## config.mk

```make
export PLATFORM = sky130hd
export DESIGN_NAME = hdlc_rx_frame_status
export DESIGN_NICKNAME = d
export VERILOG_FILES = /design/src/rtl/hdlc_rxs_pkg.sv /design/src/rtl/hdlc_rxs_bit_tracker.sv /design/src/rtl/hdlc_rxs_sticky.sv /design/src/rtl/hdlc_rxs_classify.sv /design/src/rtl/hdlc_rx_frame_status.sv
export SDC_FILE = /design/constraint.sdc
export NUM_CORES = 1
export LEC_CHECK = 0
export BUFFER_PORTS_ARGS = -buffer_cell sky130_fd_sc_hd__clkbuf_2
export CAP_MARGIN = 20
export CORE_ASPECT_RATIO = 1.1
export CORE_UTILIZATION = 60
export CTS_CLUSTER_DIAMETER = 60
export DETAILED_ROUTE_END_ITERATION = 6
export PLACE_DENSITY = 0.85
export SLEW_MARGIN = 15
export SYNTH_ARGS = -nofsm -noshare
export SYNTH_HDL_FRONTEND = slang
export SYNTH_SLANG_ARGS = --single-unit
```

## constraint.sdc

```tcl
create_clock -name clk -period 5.2 [get_ports clk]
set_clock_uncertainty 0.15 [all_clocks]
set_input_delay 0.52 -clock clk [delete_from_list [all_inputs] [get_ports clk]]
set_output_delay 0.52 -clock clk [all_outputs]
set_load 0.05 [all_outputs]
```

## src/rtl/hdlc_rxs_pkg.sv

```systemverilog
package hdlc_rxs_pkg;
   localparam int CAUSE_W  = 7;
   localparam int C_FCS    = 0;
   localparam int C_ODD    = 1;
   localparam int C_LONG   = 2;
   localparam int C_ABPAT  = 3;
   localparam int C_CMDAB  = 4;
   localparam int C_FASTAB = 5;
   localparam int C_OVF    = 6;

   typedef struct packed {
      logic ovf;
      logic fast_ab;
      logic cmd_ab;
      logic abort_pat;
      logic too_long;
      logic odd_len;
      logic fcs_bad;
   } cause_t;
endpackage

```

## src/rtl/hdlc_rxs_bit_tracker.sv

```systemverilog
module hdlc_rxs_bit_tracker #(
   parameter int CNT_W = 16
) (
   input  logic             clk,
   input  logic             rst_n,
   input  logic             open_i,
   input  logic             close_i,
   input  logic             bit_vld_i,
   input  logic             bit_i,
   output logic             in_frame_o,
   output logic [CNT_W-1:0] count_o,
   output logic             all_zero_o
);
   localparam logic [CNT_W-1:0] CNT_MAX = '1;

   logic             in_frame_q;
   logic [CNT_W-1:0] count_q;
   logic             allz_q;

   always_ff @(posedge clk or negedge rst_n) begin
      if (!rst_n) begin
         in_frame_q <= 1'b0;
         count_q    <= '0;
         allz_q     <= 1'b1;
      end else if (open_i) begin
         in_frame_q <= 1'b1;
         count_q    <= '0;
         allz_q     <= 1'b1;
      end else if (close_i) begin
         in_frame_q <= 1'b0;
      end else if (in_frame_q && bit_vld_i) begin
         if (count_q != CNT_MAX) count_q <= count_q + 1'b1;
         if (bit_i) allz_q <= 1'b0;
      end
   end

   assign in_frame_o = in_frame_q;
   assign count_o    = count_q;
   assign all_zero_o = allz_q;

   AST_CNT_MONO: assert property (@(posedge clk) disable iff (!rst_n)
      ($past(in_frame_q) && !$past(open_i)) |-> (count_q >= $past(count_q)));
endmodule

```

## src/rtl/hdlc_rxs_sticky.sv

```systemverilog
module hdlc_rxs_sticky #(
   parameter int W = 1
) (
   input  logic         clk,
   input  logic         rst_n,
   input  logic         clear_i,
   input  logic         arm_i,
   input  logic [W-1:0] ev_i,
   output logic [W-1:0] seen_o
);
   logic [W-1:0] seen_q;

   for (genvar g = 0; g < W; g++) begin : g_bit
      always_ff @(posedge clk or negedge rst_n) begin
         if (!rst_n)                 seen_q[g] <= 1'b0;
         else if (clear_i)           seen_q[g] <= 1'b0;
         else if (arm_i && ev_i[g])  seen_q[g] <= 1'b1;
      end
   end

   assign seen_o = seen_q | (ev_i & {W{arm_i}});
endmodule

```

## src/rtl/hdlc_rxs_classify.sv

```systemverilog
module hdlc_rxs_classify
   import hdlc_rxs_pkg::*;
#(
   parameter int CNT_W        = 16,
   parameter int MAXLEN_W     = 12,
   parameter bit CRC32_EN     = 1'b1,
   parameter int SHORT16_BITS = 16,
   parameter int SHORT32_BITS = 32
) (
   input  logic [CNT_W-1:0]    count_i,
   input  logic                all_zero_i,
   input  logic                crc32_sel_i,
   input  logic [MAXLEN_W-1:0] max_len_i,
   input  logic                crc_ok_i,
   input  logic                end_flag_i,
   input  logic                abort_pat_i,
   input  logic                cmd_abort_i,
   input  logic                fast_abort_i,
   input  logic                ovf_i,
   output logic                report_o,
   output logic                short_o,
   output logic                err_o,
   output cause_t              cause_o
);
   localparam int LIM_W = MAXLEN_W + 3;

   logic [CNT_W-1:0] thr;
   logic [CNT_W-1:0] long_lim;
   logic             is_short, too_long, normal_end, exempt;
   cause_t           c;

   if (CRC32_EN) begin : g_dual
      assign thr = crc32_sel_i ? CNT_W'(SHORT32_BITS) : CNT_W'(SHORT16_BITS);
   end else begin : g_single
      assign thr = CNT_W'(SHORT16_BITS) | CNT_W'({1'b0, crc32_sel_i & 1'b0});
   end

   assign long_lim   = CNT_W'({max_len_i, 3'b000});

   always_comb begin
      is_short   = (count_i <= thr);
      too_long   = (count_i > long_lim);
      normal_end = end_flag_i && !abort_pat_i && !cmd_abort_i && !fast_abort_i;

      c           = '0;
      c.fcs_bad   = normal_end && !is_short && !crc_ok_i;
      c.odd_len   = normal_end && !is_short && !too_long && (count_i[2:0] != 3'd0);
      c.too_long  = !is_short && too_long;
      c.abort_pat = abort_pat_i;
      c.cmd_ab    = cmd_abort_i;
      c.fast_ab   = fast_abort_i;
      c.ovf       = ovf_i;

      exempt   = is_short && (count_i == thr) && all_zero_i && normal_end && !ovf_i;
      report_o = !(normal_end && (count_i == '0));
      short_o  = is_short;
      err_o    = (is_short && !exempt) || (|c);
      cause_o  = c;
   end

   if (LIM_W > CNT_W) begin : g_bad_width
      $error("counter narrower than the length limit");
   end
endmodule

```

## src/rtl/hdlc_rx_frame_status.sv

```systemverilog
module hdlc_rx_frame_status
   import hdlc_rxs_pkg::*;
#(
   parameter int MAXLEN_W     = 12,
   parameter bit CRC32_EN     = 1'b1,
   parameter int SHORT16_BITS = 16,
   parameter int SHORT32_BITS = 32
) (
   input  logic                clk,
   input  logic                rst_n,
   input  logic                start_flag_i,
   input  logic                end_flag_i,
   input  logic                abort_pat_i,
   input  logic                bit_vld_i,
   input  logic                bit_i,
   input  logic                crc_ok_i,
   input  logic                crc32_sel_i,
   input  logic [MAXLEN_W-1:0] max_len_i,
   input  logic                cmd_abort_i,
   input  logic                fast_abort_i,
   input  logic                buf_ovf_i,
   output logic                frame_ind_o,
   output logic                short_o,
   output logic                err_o,
   output logic [CAUSE_W-1:0]  cause_o
);
   localparam int CNT_W = MAXLEN_W + 4;

   if (MAXLEN_W < 3) begin : g_bad_maxlen
      $error("MAXLEN_W must be at least 3");
   end
   if (SHORT32_BITS <= SHORT16_BITS) begin : g_bad_thr
      $error("32-bit threshold must exceed 16-bit threshold");
   end

   logic             in_frame, all_zero, close, ovf_seen;
   logic [CNT_W-1:0] count;
   logic             rep, sh, er;
   cause_t           cs;

   assign close = in_frame && (end_flag_i || abort_pat_i || cmd_abort_i || fast_abort_i);

   hdlc_rxs_bit_tracker #(.CNT_W(CNT_W)) u_trk (
      .clk        (clk),
      .rst_n      (rst_n),
      .open_i     (start_flag_i),
      .close_i    (close),
      .bit_vld_i  (bit_vld_i),
      .bit_i      (bit_i),
      .in_frame_o (in_frame),
      .count_o    (count),
      .all_zero_o (all_zero)
   );

   hdlc_rxs_sticky #(.W(1)) u_ovf (
      .clk     (clk),
      .rst_n   (rst_n),
      .clear_i (start_flag_i),
      .arm_i   (in_frame),
      .ev_i    (buf_ovf_i),
      .seen_o  (ovf_seen)
   );

   hdlc_rxs_classify #(
      .CNT_W        (CNT_W),
      .MAXLEN_W     (MAXLEN_W),
      .CRC32_EN     (CRC32_EN),
      .SHORT16_BITS (SHORT16_BITS),
      .SHORT32_BITS (SHORT32_BITS)
   ) u_cls (
      .count_i      (count),
      .all_zero_i   (all_zero),
      .crc32_sel_i  (crc32_sel_i),
      .max_len_i    (max_len_i),
      .crc_ok_i     (crc_ok_i),
      .end_flag_i   (end_flag_i),
      .abort_pat_i  (abort_pat_i),
      .cmd_abort_i  (cmd_abort_i),
      .fast_abort_i (fast_abort_i),
      .ovf_i        (ovf_seen),
      .report_o     (rep),
      .short_o      (sh),
      .err_o        (er),
      .cause_o      (cs)
   );

   always_ff @(posedge clk or negedge rst_n) begin
      if (!rst_n) begin
         frame_ind_o <= 1'b0;
         short_o     <= 1'b0;
         err_o       <= 1'b0;
         cause_o     <= '0;
      end else if (close && rep) begin
         frame_ind_o <= 1'b1;
         short_o     <= sh;
         err_o       <= er;
         cause_o     <= cs;
      end else begin
         frame_ind_o <= 1'b0;
         short_o     <= 1'b0;
         err_o       <= 1'b0;
         cause_o     <= '0;
      end
   end

   AST_FLAGS_WITH_FI: assert property (@(posedge clk) disable iff (!rst_n)
      (short_o || err_o || (|cause_o)) |-> frame_ind_o);
   AST_CAUSE_ERR: assert property (@(posedge clk) disable iff (!rst_n)
      (frame_ind_o && (|cause_o)) |-> err_o);
   AST_LONG_NOT_SHORT: assert property (@(posedge clk) disable iff (!rst_n)
      cause_o[C_LONG] |-> !short_o);
   AST_REPORT_FROM_FRAME: assert property (@(posedge clk) disable iff (!rst_n)
      frame_ind_o |-> $past(in_frame));
   AST_ABPAT_ERR: assert property (@(posedge clk) disable iff (!rst_n)
      (frame_ind_o && cause_o[C_ABPAT]) |-> err_o);
endmodule

```

* Yosys cells after proc, flatten, opt, wreduce, memory -nomap -nowiden
Cells that the tools add are included.
** Cells by class
- Magnitude comparators :: 2
- Reduce and logical (&&, ||, !) cells :: 41
- Add/sub/neg operators :: 1
- Eq/ne operators :: 3
- Multiplexer cells :: 17
- Bitwise operators :: 2
** Operators with widths (count)
- $mux 16 :: 4
- $logic_and 1x1->1 :: 18
- $add 16x1->16 const B :: 1
- $eq 16x16->1 :: 1
- $gt 16x15->1 :: 1
- $le 16x16->1 :: 1
- $logic_not 16->1 :: 1
- $ne 16x16->1 const B :: 1
- $mux 1 :: 11
- $reduce_bool 2->1 :: 5
- $logic_not 1->1 :: 9
- $mux 7 :: 1
- $reduce_or 7->1 :: 1
- $mux 6 :: 1
- $reduce_and 3->1 :: 2
- $logic_or 1x1->1 :: 4
- $reduce_bool 3->1 :: 1
- $ne 2x2->1 const B :: 1
- $and 1x1->1 :: 1
- $or 1x1->1 :: 1
** Word-level totals
- Word-level logic and storage cells :: 74
- Input port bits :: 24
- Flip-flop bits (word level) :: 29

* Longest topological paths before layout
- Word-level depth :: 10
- Mapped depth :: 8

* By module
Synthesis repeated with hierarchy kept, for this count alone.
** Unflattened totals
- Cell total of the unflattened synthesis :: 216
- Area total of the unflattened synthesis :: 2084.5 um2
** Modules (own cells, without submodules)
- hdlc_rxs_bit_tracker :: area each 1137.3 um2, instances 1, seq. area each 451.7 um2, cells each 109
- hdlc_rxs_classify :: area each 549.3 um2, instances 1, seq. area each 0.0 um2, cells each 80
- hdlc_rx_frame_status :: area each 351.6 um2, instances 1, seq. area each 250.2 um2, cells each 24
- hdlc_rxs_sticky :: area each 46.3 um2, instances 1, seq. area each 25.0 um2, cells each 3

* Worst setup path before layout
Ideal clock, no wire load.
- Path type :: input to register
- Start :: in crc32_sel_i
- End :: reg err_o
- Path slack :: 2.851 ns
- Required time :: 4.912 ns
- Data arrival time :: 2.061 ns
- Library setup time :: 0.138 ns
- Stages on the path :: 7
- Cell sequence :: inv_1 -> ha_1 -> or4b_1 -> or3_1 -> and3_1 -> o31ai_1 -> o211ai_1
** Between the ends
- Word-level cells in the longest chain between the ends :: 10
** RTL lines
- start: declaration :: RTL line hdlc_rx_frame_status.sv:17 : input logic crc32_sel_i,
- $mux 6 * :: RTL line hdlc_rxs_classify.sv:33 : assign thr = crc32_sel_i ? CNT_W'(SHORT32_BITS) : CNT_W'(SHORT16_BITS);
- branches (longest 7 deep; another with $le 16x16->1)
- $logic_or 1x1->1 * :: RTL line hdlc_rxs_classify.sv:57 : err_o = (is_short && !exempt) || (|c);
- $mux 1 * :: RTL line hdlc_rx_frame_status.sv:93 : end else if (close && rep) begin
- end signal: assignment :: RTL line hdlc_rx_frame_status.sv:96 : err_o <= er;
- end: declaration :: RTL line hdlc_rx_frame_status.sv:24 : output logic err_o,
Every way passes the cells marked *.
A chain may end at the register's enable or synchronous reset.

* Worst setup path in the final report
- Start :: reg u_trk.count_q[4], in the netlist u_trk.count_o[4]
- End :: reg err_o
** Between the ends
- Word-level cells in the longest chain between the ends :: 9
** RTL lines
- start: declaration :: RTL line hdlc_rxs_bit_tracker.sv:17 : logic [CNT_W-1:0] count_q;
- start signal: assignment :: RTL line hdlc_rxs_bit_tracker.sv:32 : if (count_q != CNT_MAX) count_q <= count_q + 1'b1;
- branches (longest 8 deep; another with $le 16x16->1)
- $mux 1 * :: RTL line hdlc_rx_frame_status.sv:93
Marked as above.

==> impl_metrics.toml <==
[global_route]
grt_max_degree = 30
overflow = 0
grt_antenna_before_repair = 0
grt_pass1_vias = 1460
track_usage_pct = 24.8
grt_pass1_wl_mm = 6.35

[critical_path]
worstPathRequired_ns = 5.25
critical-path-top-delay-family = "simple AND/OR/NAND/NOR gates"
reg2reg_slack_ns = 2.76
worstRegToRegCells = 7
critPathBufInv = 1
critPathMaxFanout = 6
cpMaxStageDelayCell = "dfrtp_1"
regToRegStartpoint = "u_trk.count_o[4]$_DFFE_PN0P_"
worstSetupPathType = "reg2reg"
worstPathArrival_ns = 2.49
r2r-end = "err_o$_DFF_PN0_"
worstPathCellList = "inv_1, ha_1, or4b_1, or3_1, and3_1, o31ai_1, o211ai_1"
critPathCaptureType = "flop"
critPathLaunchType = "flop"
max_stage_delay_ns = 0.46

[placement]
routabilityCongestion = 0.851
place_area_mm2 = 0.00206
dp.cells = 265
hpwl_mm = 2.71
port_buffers = 33

[yosys]
syn_inst = 203
synth_cell_types = 46
synth_area_per_cell_um2 = 9.31
synth.area.top_cells = "dfrtp_1 (37%), ha_1 (11%), nor2_1 (4.8%), inv_1 (4.2%), xnor2_1 (4.2%)"
synth_edf_count = 0
synth_nets = 243
synth_area_mm2 = 0.00189
synth_top_area_cell = "dfrtp_1"
synthFlopType = "dfrtp_1"
async_reset_ff_share_pct = 100
yosysSeqAreaShare_pct = 38.5
synth-seq-cells = 29
synth_warnings = 0
synth_top_area_share_pct = 37.1

[sta]
rsz0062_at_grt = "no"
fmax_mhz = 409
slew_viol_final = 0
worst_hold_slack_ns = 0.0652
fin_crit_sh_pct = 47.0
fin_crit_ns = 2.44
setup_tns_ns = 0
report.final.hold_viol_count = 0
setup_viol = 0
max_slew_margin_pct = 49.5
worst_pin_slew_ns = 0.752

[detailed_routing]
ant_nets = 0
routed_wl_mm = 3.79
drcViolationCount = 0
vias_per_cell = 5.75
firstDrtPassIters = 4
wl_per_cell_um = 13.9
route.vias.total = 1569
drt-initial-drc-count = 82

[cts]
cts_buffers = 5
hold_buffers = 0
cts_buffer_depth = 2
clkSinkCount = 29
cts_resized = 0
cts_setup_buffers = 0
cts-htree-levels = 2
clk_latency_ns = 0.33
tritoncts = "done"
cts-root-buf = "clkbuf_4"
clkTransAtPathRegs_ns = 0.09

[die]
die_w_um = 55.5
coreArea_mm2 = 0.00302
io_pins = 34
die_area_mm2 = 0.00338
rows = 21
start_util_pct = 62.5
fp.dieH_um = 60.9

[cells_and_area]
fin_area_mm2 = 0.00212
layout-drive-gt1-share_pct = 22.6
syn2layout_area_growth_pct = 12.3
fin_nets = 278
instances_no_fill = 273
diodes = 0
fillers = 231

[power_and_ir_drop]
p_total_w = 0.000430
vdd_drop_max_mv = 0.160
p_per_area_mw_per_mm2 = 203
leakage_nw = 1.05

[min_path]
hold_path_class = "in2async"

[job]
cap_violations = 0

[status]
outcome = "finished, final reports clean"
[power breakdown]
group	switching [W]	total [W]	internal, W	leakage, nW
Clock	0.0000775	0.000144	0.0000666	0.0326
Sequential	0.00000191	0.000232	0.000230	0.389
Combinational	0.0000360	0.0000539	0.0000179	0.626
[layer usage]
layer	up-vias	GRT usage [%]	routed length, µm
met5	-	0	0
met4	0	7.86	83
met3	14	6.40	169
met2	54	45.6	1840
met1	729	28.8	1700
li1	772	-	-
[final cells by class]
type	instances	area (µm²)	area share, %
timing repair buffer	33	165	7.79
inverter	21	78.8	3.72
multi-input combinational	148	1050	49.4
clock buffer	8	58.8	2.77
tap	34	42.5	2.01
sequential	29	727	34.3
[kinds of logic (layout without fill, tap and decap cells)]
family | after synthesis | count (layout) | synth area share (%)
fa+ha+maj | 16 | 16 | 10.6
buf+inv | 26 | 62 | 6.03
mux | 2 | 2 | 1.13
flops | 29 | 29 | 38.5
xor+xnor | 13 | 13 | 6.03
compound gates | 24 | 24 | 9.07
simple gates | 93 | 93 | 28.7
[how the worst max path moves through the flow]
stage	start	end	depth (start not counted)	slack (ns)
2_1_floorplan	crc32_sel_i	err_o$_DFF_PN0_	7	2.85
3_3_place_gp	crc32_sel_i	err_o$_DFF_PN0_	8	2.70
3_5_place_dp	max_len_i[11]	err_o$_DFF_PN0_	8	2.66
4_1_cts	u_trk.count_o[4]$_DFFE_PN0P_	err_o$_DFF_PN0_	7	2.78
5_1_grt	u_trk.count_o[4]$_DFFE_PN0P_	err_o$_DFF_PN0_	7	2.66
6_report	u_trk.count_o[4]$_DFFE_PN0P_	err_o$_DFF_PN0_	7	2.76
[synthesized netlist by cell type, types with 2 or more instances]
cell type  number
a21o_1          2
a21oi_1         7
and2_1          4
buf_6           2
clkbuf_1        2
dfrtp_1        28
ha_1           16
inv_1          21
nand2_1        17
nand2b_1        3
nand3_1         3
nand4_1         3
nand4b_1        2
nor2_1         24
nor2b_1         3
nor3_1          8
nor3b_1         2
nor4_1          2
nor4_2          4
o2111ai_1       2
o211ai_1        4
o21bai_1        2
or3_1           6
or4_4           2
or4b_1          2
xnor2_1         9
xor2_1          4
[sequential cells by signal, indices dropped and copies added (netlist names)]
name,flops
frame_ind_o,1
u_ovf.seen_q,1
u_trk.count_o,16
u_trk.all_zero_o,1
cause_o,7
u_trk.in_frame_o,1
short_o,1
err_o,1
[layout by cell type (no fill, tap or decap), types with 3 or more instances in the layout]
master	Yosys	routed
nand3_1	3	3
nor2_1	24	24
nor4_2	4	4
a21oi_1	7	7
nor2b_1	3	3
xnor2_1	9	9
ha_1	16	16
dfrtp_1	28	28
nand2b_1	3	3
clkbuf_2	0	33
nand4_1	3	3
nand2_1	17	17
clkbuf_4	0	5
or3_1	6	6
xor2_1	4	4
nor3_1	8	8
inv_1	21	21
and2_1	4	4
o211ai_1	4	4
[through the flow]
step,util [%],worst slack [ns]
6_report,70.2,2.76
5_1_grt,70.2,2.66
4_1_cts,70.2,2.78
3_5_place_dp,68.2,2.66
3_3_place_gp,68.2,2.70
2_1_floorplan,-,2.85
Power figures use the tool's default switching activity.
